**src/rtl/wdk_pkg.sv**
```systemverilog
`timescale 1ns/1ps
package wdk_pkg;
  localparam int ADDR_W = 6;
  localparam int DATA_W = 32;

  localparam logic [DATA_W-1:0] UNLOCK_WORD = 32'h0051_F15E;
  localparam logic [DATA_W-1:0] FEED_WORD   = 32'h0D09_F00D;

  localparam logic [ADDR_W-1:0] OFS_CTRL = 6'h00;
  localparam logic [ADDR_W-1:0] OFS_CNT  = 6'h08;
  localparam logic [ADDR_W-1:0] OFS_SCNT = 6'h10;
  localparam logic [ADDR_W-1:0] OFS_FEED = 6'h18;
  localparam logic [ADDR_W-1:0] OFS_KEY  = 6'h1C;
  localparam logic [ADDR_W-1:0] OFS_CMP  = 6'h20;

  localparam int B_RSTEN  = 8;
  localparam int B_ZERO   = 9;
  localparam int B_ALWAYS = 12;
  localparam int B_AWAKE  = 13;
  localparam int B_PEND   = 28;

  typedef struct packed {
    logic [3:0] scale;
    logic       rst_en;
    logic       zero_en;
    logic       run_always;
    logic       run_awake;
  } ctl_t;

  function automatic ctl_t ctl_from_word(input logic [DATA_W-1:0] w);
    ctl_t c;
    c.scale      = w[3:0];
    c.rst_en     = w[B_RSTEN];
    c.zero_en    = w[B_ZERO];
    c.run_always = w[B_ALWAYS];
    c.run_awake  = w[B_AWAKE];
    return c;
  endfunction

  function automatic logic [DATA_W-1:0] ctl_to_word(input ctl_t c, input logic pend);
    logic [DATA_W-1:0] w;
    w           = '0;
    w[3:0]      = c.scale;
    w[B_RSTEN]  = c.rst_en;
    w[B_ZERO]   = c.zero_en;
    w[B_ALWAYS] = c.run_always;
    w[B_AWAKE]  = c.run_awake;
    w[B_PEND]   = pend;
    return w;
  endfunction

  function automatic logic [DATA_W-1:0] scale_down(input logic [DATA_W-1:0] cnt,
                                                   input logic [3:0] sc);
    return cnt >> sc;
  endfunction

  function automatic logic is_guarded(input logic [ADDR_W-1:0] a);
    return (a == OFS_CTRL) || (a == OFS_CNT) || (a == OFS_FEED) || (a == OFS_CMP);
  endfunction
endpackage

```
**src/rtl/wdk_regs.sv**
```systemverilog
`timescale 1ns/1ps
module wdk_regs
  import wdk_pkg::*;
#(
  parameter int CMP_W = 16
) (
  input  logic                clk,
  input  logic                rst_n,
  input  logic                bus_wr,
  input  logic [ADDR_W-1:0]   bus_addr,
  input  logic [DATA_W-1:0]   bus_wdata,
  output ctl_t                ctl_q,
  output logic [CMP_W-1:0]    cmp_q,
  output logic                ctrl_wr,
  output logic                cnt_wr,
  output logic                feed_clr
);
  logic unlock_q;
  logic guarded_wr;
  logic accept;
  logic key_wr;

  assign key_wr     = bus_wr && (bus_addr == OFS_KEY);
  assign guarded_wr = bus_wr && is_guarded(bus_addr);
  assign accept     = guarded_wr && unlock_q;
  assign ctrl_wr    = accept && (bus_addr == OFS_CTRL);
  assign cnt_wr     = accept && (bus_addr == OFS_CNT);
  assign feed_clr   = accept && (bus_addr == OFS_FEED) && (bus_wdata == FEED_WORD);

  always_ff @(posedge clk or negedge rst_n) begin
    if (!rst_n)          unlock_q <= 1'b0;
    else if (key_wr)     unlock_q <= (bus_wdata == UNLOCK_WORD);
    else if (guarded_wr) unlock_q <= 1'b0;
  end

  always_ff @(posedge clk or negedge rst_n) begin
    if (!rst_n) begin
      ctl_q <= '0;
      cmp_q <= '1;
    end else begin
      if (ctrl_wr) ctl_q <= ctl_from_word(bus_wdata);
      if (accept && (bus_addr == OFS_CMP)) cmp_q <= bus_wdata[CMP_W-1:0];
    end
  end


  locked_write_ignored_chk: assert property (@(posedge clk) disable iff (!rst_n)
    (guarded_wr && !unlock_q) |=> ($stable(ctl_q) && $stable(cmp_q)));


  unlock_consumed_chk: assert property (@(posedge clk) disable iff (!rst_n)
    guarded_wr |=> !unlock_q);
endmodule

```
**src/rtl/wdk_counter.sv**
```systemverilog
`timescale 1ns/1ps
module wdk_counter
  import wdk_pkg::*;
#(
  parameter int CNT_W = 31,
  parameter int CMP_W = 16
) (
  input  logic               clk,
  input  logic               rst_n,
  input  logic               tick,
  input  logic               core_awake,
  input  ctl_t               ctl,
  input  logic [CMP_W-1:0]   cmp,
  input  logic               cnt_wr,
  input  logic [CNT_W-1:0]   cnt_wdata,
  input  logic               feed_clr,
  input  logic               pend_wr,
  input  logic               pend_wdata,
  output logic [DATA_W-1:0]  cnt_word,
  output logic [DATA_W-1:0]  scaled,
  output logic               pend_q
);
  localparam int PAD = DATA_W - CNT_W;

  logic [CNT_W-1:0] cnt_q;
  logic             advance;
  logic             hit;

  assign cnt_word = {{PAD{1'b0}}, cnt_q};
  assign scaled   = scale_down(cnt_word, ctl.scale);
  assign hit      = (scaled[CMP_W-1:0] == cmp);
  assign advance  = tick && (ctl.run_always || (ctl.run_awake && core_awake));

  always_ff @(posedge clk or negedge rst_n) begin
    if (!rst_n)                    cnt_q <= '0;
    else if (cnt_wr)               cnt_q <= cnt_wdata;
    else if (feed_clr)             cnt_q <= '0;
    else if (hit && ctl.zero_en)   cnt_q <= '0;
    else if (advance)              cnt_q <= cnt_q + 1'b1;
  end

  always_ff @(posedge clk or negedge rst_n) begin
    if (!rst_n)       pend_q <= 1'b0;
    else if (hit)     pend_q <= 1'b1;
    else if (pend_wr) pend_q <= pend_wdata;
  end


  feed_clears_chk: assert property (@(posedge clk) disable iff (!rst_n)
    feed_clr |=> (cnt_q == '0));


  idle_holds_chk: assert property (@(posedge clk) disable iff (!rst_n)
    (!tick && !cnt_wr && !feed_clr && !(hit && ctl.zero_en)) |=> $stable(cnt_q));


  match_sets_pend_chk: assert property (@(posedge clk) disable iff (!rst_n)
    hit |=> pend_q);
endmodule

```
**src/rtl/wdk_rstgen.sv**
```systemverilog
`timescale 1ns/1ps
module wdk_rstgen (
  input  logic clk,
  input  logic rst_n,
  input  logic pend,
  input  logic rst_en,
  output logic rst_req
);
  logic armed;
  logic armed_q;

  assign armed   = pend && rst_en;
  assign rst_req = armed && !armed_q;

  always_ff @(posedge clk or negedge rst_n) begin
    if (!rst_n) armed_q <= 1'b0;
    else        armed_q <= armed;
  end


  rst_pulse_chk: assert property (@(posedge clk) disable iff (!rst_n)
    rst_req |=> !rst_req);
endmodule

```
**src/rtl/wdk_top.sv**
```systemverilog
`timescale 1ns/1ps
module wdk_top
  import wdk_pkg::*;
#(
  parameter int CNT_W = 31,
  parameter int CMP_W = 16
) (
  input  logic              clk,
  input  logic              rst_n,
  input  logic              tick,
  input  logic              core_awake,
  input  logic              bus_wr,
  input  logic [5:0]        bus_addr,
  input  logic [31:0]       bus_wdata,
  output logic [31:0]       bus_rdata,
  output logic              irq,
  output logic              rst_req
);
  ctl_t              ctl;
  logic [CMP_W-1:0]  cmp;
  logic              ctrl_wr;
  logic              cnt_wr;
  logic              feed_clr;
  logic [DATA_W-1:0] cnt_word;
  logic [DATA_W-1:0] scaled;
  logic              pend;

  wdk_regs #(.CMP_W(CMP_W)) u_regs (
    .clk(clk), .rst_n(rst_n), .bus_wr(bus_wr), .bus_addr(bus_addr),
    .bus_wdata(bus_wdata), .ctl_q(ctl), .cmp_q(cmp), .ctrl_wr(ctrl_wr),
    .cnt_wr(cnt_wr), .feed_clr(feed_clr)
  );

  wdk_counter #(.CNT_W(CNT_W), .CMP_W(CMP_W)) u_cnt (
    .clk(clk), .rst_n(rst_n), .tick(tick), .core_awake(core_awake),
    .ctl(ctl), .cmp(cmp), .cnt_wr(cnt_wr), .cnt_wdata(bus_wdata[CNT_W-1:0]),
    .feed_clr(feed_clr), .pend_wr(ctrl_wr), .pend_wdata(bus_wdata[B_PEND]),
    .cnt_word(cnt_word), .scaled(scaled), .pend_q(pend)
  );

  wdk_rstgen u_rst (
    .clk(clk), .rst_n(rst_n), .pend(pend), .rst_en(ctl.rst_en), .rst_req(rst_req)
  );

  assign irq = pend;

  always_comb begin
    unique case (bus_addr)
      OFS_CTRL: bus_rdata = ctl_to_word(ctl, pend);
      OFS_CNT:  bus_rdata = cnt_word;
      OFS_SCNT: bus_rdata = scaled;
      OFS_CMP:  bus_rdata = {{(DATA_W-CMP_W){1'b0}}, cmp};
      default:  bus_rdata = '0;
    endcase
  end


  irq_follows_pend_chk: assert property (@(posedge clk) disable iff (!rst_n)
    $rose(irq) |-> (bus_rdata[B_PEND] || bus_addr != OFS_CTRL));
endmodule

```
**config.mk**
```make
export PLATFORM = sky130hd
export DESIGN_NAME = wdk_top
export DESIGN_NICKNAME = d
export VERILOG_FILES = /design/src/rtl/wdk_pkg.sv /design/src/rtl/wdk_regs.sv /design/src/rtl/wdk_counter.sv /design/src/rtl/wdk_rstgen.sv /design/src/rtl/wdk_top.sv
export SDC_FILE = /design/constraint.sdc
export NUM_CORES = 1
export LEC_CHECK = 0
export BUFFER_PORTS_ARGS = -buffer_cell sky130_fd_sc_hd__buf_2
export CAP_MARGIN = 10
export CORE_MARGIN = 3
export CORE_UTILIZATION = 43
export DETAILED_ROUTE_END_ITERATION = 7
export PLACE_DENSITY = 0.67
export SLEW_MARGIN = 20
export SYNTH_ARGS = -nofsm -noshare
export SYNTH_HDL_FRONTEND = slang
export SYNTH_SLANG_ARGS = --single-unit
```
**constraint.sdc**
```tcl
create_clock -name clk -period 2.97 [get_ports clk]
set_input_delay 0.297 -clock clk [delete_from_list [all_inputs] [get_ports clk]]
set_output_delay 0.297 -clock clk [all_outputs]
set_load 0.01 [all_outputs]
```
After elaboration in Yosys (flattened, before gate mapping)
Cells that the tools add are included.

storage, ports and cells
  input port bits = 43
  bits in registers = 58
  output and inout port bits = 34
  logic and storage cells = 51

operators by class
  muxes and demuxes = 9
  reduce and logical (&&, ||, !) cells = 22
  eq/ne operators = 8
  shift-type cells = 1
  $add $sub $neg = 1

operators with widths
  cell                     count
  $pmux W32 S4             1
  $mux W31                 4
  $eq A32 B23 Y1 const B   1
  $eq A32 B28 Y1 const B   1
  $shr A31 B4 Y32          1
  $add A31 B1 Y31 const B  1
  $eq A6 B5 Y1 const B     3
  $eq A16 B16 Y1           1
  $logic_and A1 B1 Y1      13
  $eq A6 B4 Y1 const B     1
  $eq A6 B6 Y1 const B     1
  $logic_not A6 Y1         1
  $logic_or A1 B1 Y1       4
  $mux W1                  4
  $reduce_bool A2 Y1       2
  $reduce_bool A4 Y1       1
  $logic_not A1 Y1         1

Logic depth before layout (Yosys ltp)
Gate-level depths: netlist (run 1).

  depth after elaboration = 10
  depth in mapped cells = 13
  mapped depth without buffers = 10

Hierarchy
From an unflattened synthesis (run 1), not the netlist that was laid out.

unflattened totals
  cell total of the unflattened synthesis = 739
  area total of the unflattened synthesis = 6,293.5 um2

modules (own cells, without submodules)
  module       sequential area each (um2)  area each (um2)  times used  cells an instance
  wdk_counter  800.8                       4,361.7          1           579
  wdk_regs     645.6                       1,211.2          1           84
  wdk_top      0.0                         680.7            1           73
  wdk_rstgen   25.0                        40.0             1           3

Worst setup path before layout (run 1)
OpenSTA, ideal clock, no wires.

  kind = reg-to-reg
  from = reg u_cnt.cnt_q[21]
  to = reg u_cnt.cnt_q[13]
  path buffers = 2
  library setup time = 119 ps
  arrival = 2,635 ps
  stages on the path, launching flop included = 12
  slack = 216 ps
  cell sequence = dfrtp_1 -> clkbuf_1 -> mux2i_1 -> mux4_2 -> xnor2_1 -> a211o_1 -> nor4_1 -> o221a_2 -> nand3_4 -> buf_6 -> a32o_1 -> o21a_1

between the ends
  cells in the longest elaborated chain, start to end = 6
  elaborated cells between the ends (all ways) = 7
  classes of those cells = 1 x eq/ne; 1 x shift; 3 x mux; 2 x reduce/logical

ends and longest elaborated chain
  element                  line               RTL
  start, declared          wdk_counter.sv:25  logic [CNT_W-1:0] cnt_q;
  start signal, assigned   wdk_counter.sv:36  else if (cnt_wr) cnt_q <= cnt_wdata;
  start signal, assigned   wdk_counter.sv:39  else if (advance) cnt_q <= cnt_q + 1'b1;
  $shr A31 B4 Y32 (*)      wdk_pkg.sv:54      return cnt >> sc;
  $eq A16 B16 Y1 (*)       wdk_counter.sv:31  assign hit = (scaled[CMP_W-1:0] == cmp);
  $logic_and A1 B1 Y1 (*)  wdk_counter.sv:38  else if (hit && ctl.zero_en) cnt_q <= '0;
  $mux W31                 wdk_counter.sv:38
  $mux W31                 wdk_counter.sv:37  else if (feed_clr) cnt_q <= '0;
  $mux W31                 wdk_counter.sv:36

Every way passes the cells marked *; elsewhere a longest branch is shown, timed or not.
A chain may end at the register's enable or synchronous reset.

Final worst setup path (run 1)
  from = reg u_regs.ctl_q[5] (netlist name)
  to = reg u_cnt.cnt_q[5]

between the ends
  cells in the longest elaborated chain, start to end = 6
  elaborated cells between the ends (all ways) = 7
  classes of those cells = 1 x eq/ne; 1 x shift; 3 x mux; 2 x reduce/logical

ends and longest elaborated chain
  element                  line               RTL
  start, declared          wdk_regs.sv:12     output ctl_t ctl_q,
  start signal, assigned   wdk_regs.sv:41     if (ctrl_wr) ctl_q <= ctl_from_word(bus_wdata);
  $shr A31 B4 Y32 (*)      wdk_pkg.sv:54
  $eq A16 B16 Y1 (*)       wdk_counter.sv:31
  $logic_and A1 B1 Y1 (*)  wdk_counter.sv:38
  $mux W31                 wdk_counter.sv:38
  $mux W31                 wdk_counter.sv:37
  $mux W31                 wdk_counter.sv:36

Marked as above.

==> run_results.csv, run 1 <==
group,metric,value,unit
finish,fillers,1295,
routing,routedWlPerCell,24.7,um
floorplanning,die_w,127,um
sta,clock_skew,0.00541,ns
pwr,power_density,235,nW/um2
finish,drive_gt1_share,40.7,%
synthesis,synthArstFlopShare,100,%
floorplanning,core_area,14100,um2
sta,worst_slew_pin_slew,0.768,ns
sta,timing.hold.ws,0.0331,ns
sta,fmaxAchievable,0.324,GHz
global_routing,track_usage,30.9,%
routing,firstDrtPassIters,5,
synthesis,synth-edff-count,0,
floorplanning,die_height,127,um
global_routing,grt_pass1_vias,6690,
global_routing,antenna_found_initial,0,
pwr,power,1.92,mW
synthesis,synth_seq_area_share,23.3,%
synthesis,synth_area,6310,um2
sta,period_needed,3.08,ns
clocking,path_clk_slew,0.06,ns
routing,antenna_left,0,
finish,diodes,0,
synthesis,synth.most_common_cell,"nand2_1",
run_status,status,"finished with violations",
synthesis,synth_fp_nets,776,
sta,slew_headroom,48.8,%
global_routing,globalRouteOverflowTotal,0,
job,drv_cap,0,
clocking,cts.sinks,58,
clocking,cts-buffers-inserted,9,
synthesis,synth_top_cell_area_share,16.7,%
clocking,htreeDepth,3,
synthesis,syn_area_per_cell,8.61,um2
sta,finalHoldViolCount,0,
clocking,root_buffer,"clkbuf_16",
synthesis,syn_inst,732,
clocking,cts.path.max_buffers,2,
sta,slew_violations,0,
routing,viasPerCell,6.57,
global_routing,grt_max_degree,44,
critical_path,crit_fanout,14,
floorplanning,start_util,44.7,%
floorplanning,rows,43,
floorplanning,pin_count,77,
sta,setup_slack,-0.114,ns
clocking,cts_tree,"yes",
sta,setup_viol,29,
finish,finalNetCount,904,
hold_path,hold_class,"in -> async",
run_status,violations,"negative setup slack",
synthesis,synth.distinct_cells,78,
finish,area_growth_syn_to_layout,29.8,%
pwr,leakage,3.38,nW
critical_path,start_kind,"register",
floorplanning,dieArea,16200,um2
critical_path,crit_arrival,3.35,ns
critical_path,critical_path_class,"reg -> reg",
routing,drt_iter0_markers,869,
global_routing,grt_pass1_wl,39.0,mm
routing,vias,6863,
critical_path,cp_data_required_time,3.23,ns
sta,rsz0062_at_grt,"true",
synthesis,ys.flop_type,"dfrtp_1",
synthesis,synth_common_cells,"90 x nand2_1, 53 x mux2i_1, 47 x clkbuf_1",
placement,hpwl,19.2,mm
sta,min_period_over_period,104,%
synthesis,synth.area.top_cells,"dfrtp_1 17%, mux2i_1 8.4%, dfstp_2 6.7%",
synthesis,synth_top_cell_by_area,"dfrtp_1",
synthesis,ys_ff_latch,58,
placement,io_buffers,75,
routing,drcViolationCount,0,
clocking,insertion_delay,0.34,ns
routing,wl,25.8,mm
critical_path,end_kind,"register",
placement,gp_congestion,1.03,
synthesis,ys_warn_count,0,
pwr,vdd_drop_max,275,uV
[layout make-up]
| cell class | instances | area, um2 | area share (%) |
|---|---|---|---|
| timing repair buffer | 193 | 1440 | 17.6 |
| inverter | 6 | 22.5 | 0.275 |
| sequential | 58 | 1480 | 18.0 |
| clock buffer | 12 | 267 | 3.26 |
| clock inverter | 4 | 25.0 | 0.306 |
| multi-input combinational | 592 | 4730 | 57.8 |
| tap | 180 | 225 | 2.75 |
[cell families (layout without fill, tap and decap cells)]
kind of cell               Yosys count  after routing  share of synthesized area (%)
and+or+nand+nor                    251            251                           19.4
AOI/OAI and AO/OA                  189            189                           22.9
muxes                              109            109                           21.9
buffers and inverters               82            215                           6.59
DFF                                 58             58                           23.3
xor gates and xnor gates            41             41                           5.69
adders and majority gates            1              1                          0.198
other                                1              1                         0.0595
[final timing paths]
check	startpoint	endpoint	cells past startpoint	slack, ns
min	rst_n	u_rst.armed_q	1	0.03
max reg2reg	u_regs.ctl_q[5]	u_cnt.cnt_q[5]	13	-0.11
max	u_regs.ctl_q[5]	u_cnt.cnt_q[5]	13	-0.11
max in group asynchronous	rst_n	u_regs.cmp_q[6]	2	2.07
min in group clk	bus_wdata[22]	u_cnt.cnt_q[22]	3	0.24
min reg2reg	u_regs.ctl_q[3]	u_regs.ctl_q[3]	1	0.55
[state kept, by name, indices dropped and copies added, names as in the netlist]
register	flops
u_cnt.cnt_q	31
u_regs.cmp_q	16
u_regs.ctl_q	8
u_cnt.pend_q	1
u_regs.unlock_q	1
u_rst.armed_q	1
[timing repair]
action / in CTS / in global routing
hold buffers: 0 / 0
gates resized for setup: 11 / 53
endpoints found under the hold margin: 0 / 0
setup buffers: 6 / 11
cloned: 2 / 4
pin swaps: 2 / 11
endpoints found under the setup margin: 13 / 33
[critical path: stages (launching register included)]
cell and delay [ns]:
dfrtp_2 0.49, buf_12 0.18, buf_8 0.13, mux2_4 0.20, o22ai_2 0.06, a211o_1 0.34, buf_6 0.16, xnor2_2 0.12
nor4_2 0.30, o221a_4 0.25, nand3_4 0.18, buf_12 0.22, a21oi_1 0.21, a2bb2oi_2 0.16
[stage by stage]
step	utilization (%)	setup TNS (ns)	instances	area, um2	setup WS (ns)
floorplan	-	0	732	6310	0.216
global placement	51.9	-0.0951	1007	7310	-0.0442
detailed placement	51.9	-0.0622	1007	7310	-0.0502
CTS	55.1	-0.308	1031	7760	-0.0715
global route	58.1	-4.76	1045	8180	-0.215
finish	58.1	-1.98	1045	8180	-0.114
[layer usage]
layer	wire length, um	track usage [%]	vias to the layer above
met3	2430	5.35	56
met2	12100	50.1	427
met1	10500	42.2	3395
met4	767	9.34	0
li1	-	-	2985
met5	0	0	-
[power by group]
part / switching, mW / internal [mW] / total, mW
Clock: 0.385 / 0.629 / 1.01
Combinational: 0.0782 / 0.0366 / 0.115
Sequential: 0.0000000000645 / 0.792 / 0.792
[layout by cell type (no fill, tap or decap), drive strengths merged, types with 4 or more instances in the layout]
master / instances
o21a: 6
mux2i: 60
and4: 6
a32oi: 5
nor3: 5
and2: 6
buf: 189
nor2b: 9
inv: 5
a22o: 5
o22ai: 15
a32o: 4
nand3: 47
a21oi: 44
a2bb2oi: 25
mux2: 36
xnor2: 23
o211ai: 4
o21ai: 23
nor2: 46
xor2: 18
o22a: 6
dfstp: 16
nand2: 90
mux4: 13
clkbuf: 16
dfrtp: 42
nand4: 9
and3: 8
nand2b: 4
nor4: 7
a22oi: 22
Note: power is estimated with default switching activity, not from simulation.
==> inputs of run 2 (changes only) <==
--- a/config.mk
+++ b/config.mk
@@ -5,12 +5,12 @@
 export SDC_FILE = /design/constraint.sdc
 export NUM_CORES = 1
 export LEC_CHECK = 0
-export BUFFER_PORTS_ARGS = -buffer_cell sky130_fd_sc_hd__buf_2
 export CAP_MARGIN = 10
 export CORE_MARGIN = 3
 export CORE_UTILIZATION = 43
 export DETAILED_ROUTE_END_ITERATION = 7
-export PLACE_DENSITY = 0.67
+export DONT_BUFFER_PORTS = 1
+export PLACE_DENSITY = 0.63
 export SLEW_MARGIN = 20
 export SYNTH_ARGS = -nofsm -noshare
 export SYNTH_HDL_FRONTEND = slang
==> run_results.csv, run 2 (synthesized netlist as in run 1, its figures left out) <==
group,metric,value,unit
global_routing,grt_max_degree,59,
clocking,htreeDepth,3,
hold_path,hold_class,"in -> reg",
global_routing,globalRouteOverflowTotal,0,
global_routing,antenna_found_initial,0,
routing,antenna_left,0,
finish,final_common_cell,"buf_4",
sta,timing.hold.ws,0.0731,ns
finish,largest_reg_flops,31,
sta,period_needed,3.04,ns
sta,slew_headroom,46.5,%
finish,layout_common_cells,"118 x buf_4, 90 x nand2_1, 46 x nor2_1, 46 x mux2i_1, 46 x nand3_1",
run_status,status,"finished with violations",
critical_path,cp_data_required_time,3.23,ns
clocking,root_buffer,"clkbuf_16",
placement,io_buffers,0,
finish,finalNetCount,844,
pwr,leakage,3.07,nW
pwr,clockPowerShare,56.4,%
finish,area_growth_syn_to_layout,24.5,%
critical_path,crit_fanout,9,
routing,firstDrtPassIters,6,
critical_path,crit_top_cell,"buf_12",
sta,worst_slew_pin_slew,0.803,ns
sta,clock_skew,0.00445,ns
sta,setup_slack,-0.0747,ns
floorplanning,pin_count,77,
finish,reg.largest.list,"u_cnt.cnt_q x31, u_regs.cmp_q x16, u_regs.ctl_q x8",
sta,rsz0062_at_grt,"true",
job,drv_cap,0,
clocking,cts_tree,"yes",
floorplanning,start_util,44.7,%
floorplanning,dieArea,16200,um2
pwr,intPower,1.53,mW
critical_path,start_kind,"register",
placement,gp_congestion,1.01,
sta,slew_violations,0,
pwr,seq_power_share,41.1,%
critical_path,slowest_stage,"dfrtp_2",
pwr,pwr-share-comb,2.5,%
global_routing,grt_pass1_vias,6282,
routing,routedWlPerCell,26.2,um
floorplanning,die_w,127,um
routing,viasPerCell,6.69,
floorplanning,die_height,127,um
routing,drt_iter0_markers,744,
pwr,p_switching,0.399,mW
run_status,violations,"negative setup slack",
global_routing,grt_pass1_wl,37.9,mm
clocking,cts-buffers-inserted,9,
pwr,power_density,245,nW/um2
clocking,cts.sinks,58,
floorplanning,core_area,14100,um2
critical_path,critical_path_class,"reg -> reg",
floorplanning,rows,43,
sta,finalHoldViolCount,0,
critical_path,end_kind,"register",
pwr,vdd_drop_max,306,uV
clocking,path_clk_slew,0.05,ns
critical_path,crit_arrival,3.30,ns
critical_path,path_buf_inv,4,
sta,min_period_over_period,103,%
placement,hpwl,19.0,mm
placement,place_area,7070,um2
global_routing,track_usage,30.5,%
pwr,p_sw_share,20.7,%
finish,largest_register,"u_cnt.cnt_q",
finish,fillers,1286,
clocking,cts.path.max_buffers,2,
finish,diodes,0,
sta,fmaxAchievable,0.328,GHz
routing,wl,25.8,mm
critical_path,worstPathCellList,"buf_12, buf_6, mux2_2, o22ai_1, nor2_1, a211o_1, nor4_2, o221a_4, nand3_4, buf_12, clkbuf_16, a22oi_2, a2bb2oi_1",
finish,final_area,7850,um2
sta,setup_viol,15,
critical_path,cp_top_family,"compound AO/OA/AOI/OAI gates",
routing,vias,6593,
critical_path,cp_slowest_stage_delay,0.44,ns
finish,drive_gt1_share,34.4,%
routing,drcViolationCount,0,
clocking,insertion_delay,0.34,ns
-- run 2: changes by cell type in the layout (fill, tap and decap cells not counted), moves of 4 or more --
| cell | before | now |
|---|---|---|
| nand3_1 | 40 | 46 |
| nand3_2 | 6 | 0 |
| a21oi_4 | 5 | 0 |
| buf_2 | 75 | 0 |
| buf_4 | 103 | 118 |
| a21oi_1 | 35 | 39 |
-- run 2: path summary, 6_finish.rpt --
path	from	endpoint	slack, ns	cells past startpoint
setup / recovery	u_regs.ctl_q[5]	u_cnt.cnt_q[19]	-0.07	13
hold / removal	bus_wdata[1]	u_regs.cmp_q[1]	0.07	2
setup reg to reg	u_regs.ctl_q[5]	u_cnt.cnt_q[19]	-0.07	13
hold reg to reg	u_regs.ctl_q[3]	u_regs.ctl_q[3]	0.53	1
max in group asynchronous	rst_n	u_regs.cmp_q[11]	2.16	2
min in group asynchronous	rst_n	u_rst.armed_q	0.48	2
-- run 2: power by group through the flow --
stage | sequential (mW) | combinational [mW] | clock [mW]
detailed placement | 0.805 | 0.0255 | 0
global placement | 0.805 | 0.0254 | 0
finish | 0.792 | 0.0476 | 1.09
floorplan | 0.805 | 0.0272 | 0
global route | 0.792 | 0.0520 | 1.12
CTS | 0.792 | 0.0480 | 1.09
-- run 2: what timing repair did --
action / 4_1_cts / 5_1_grt
setup buffers: 2 / 12
resized for setup: 7 / 32
pin swaps: 1 / 2
hold endpoints to repair: 58 / 0
hold buffers: 2 / 0
gates cloned: 0 / 4
setup endpoints to repair: 21 / 31
-- run 2: through the flow --
stage / std cells / worst slack, ns / TNS [ns] / utilization (%) / total power, mW
6_report: 985 / -0.0747 / -0.750 / 55.7 / 1.93
3_3_place_gp: 948 / -0.0986 / -1.22 / 50.2 / 0.830
2_1_floorplan: 732 / 0.216 / 0 / - / 0.832
5_1_grt: 985 / -0.192 / -3.79 / 55.7 / 1.96
3_5_place_dp: 948 / -0.0558 / -0.317 / 50.2 / 0.831
4_1_cts: 968 / -0.00129 / -0.00129 / 53.0 / 1.93
-- run 2: metal layers --
metal  GRT usage [%]  share of wire [%]
met3            7.73                 10
met4            13.4                4.1
met1            41.2                 40
met2            46.5                 46
met5               0                  0
-- run 2: area by class of cell --
cell class / count / area [um2] / share of cell area [%]
clock buffer: 14 / 274 / 3.49
clock inverter: 2 / 35.0 / 0.446
inverter: 6 / 22.5 / 0.287
multi-input combinational: 592 / 4620 / 58.9
sequential: 58 / 1480 / 18.8
tap: 180 / 225 / 2.87
timing repair buffer: 133 / 1190 / 15.2
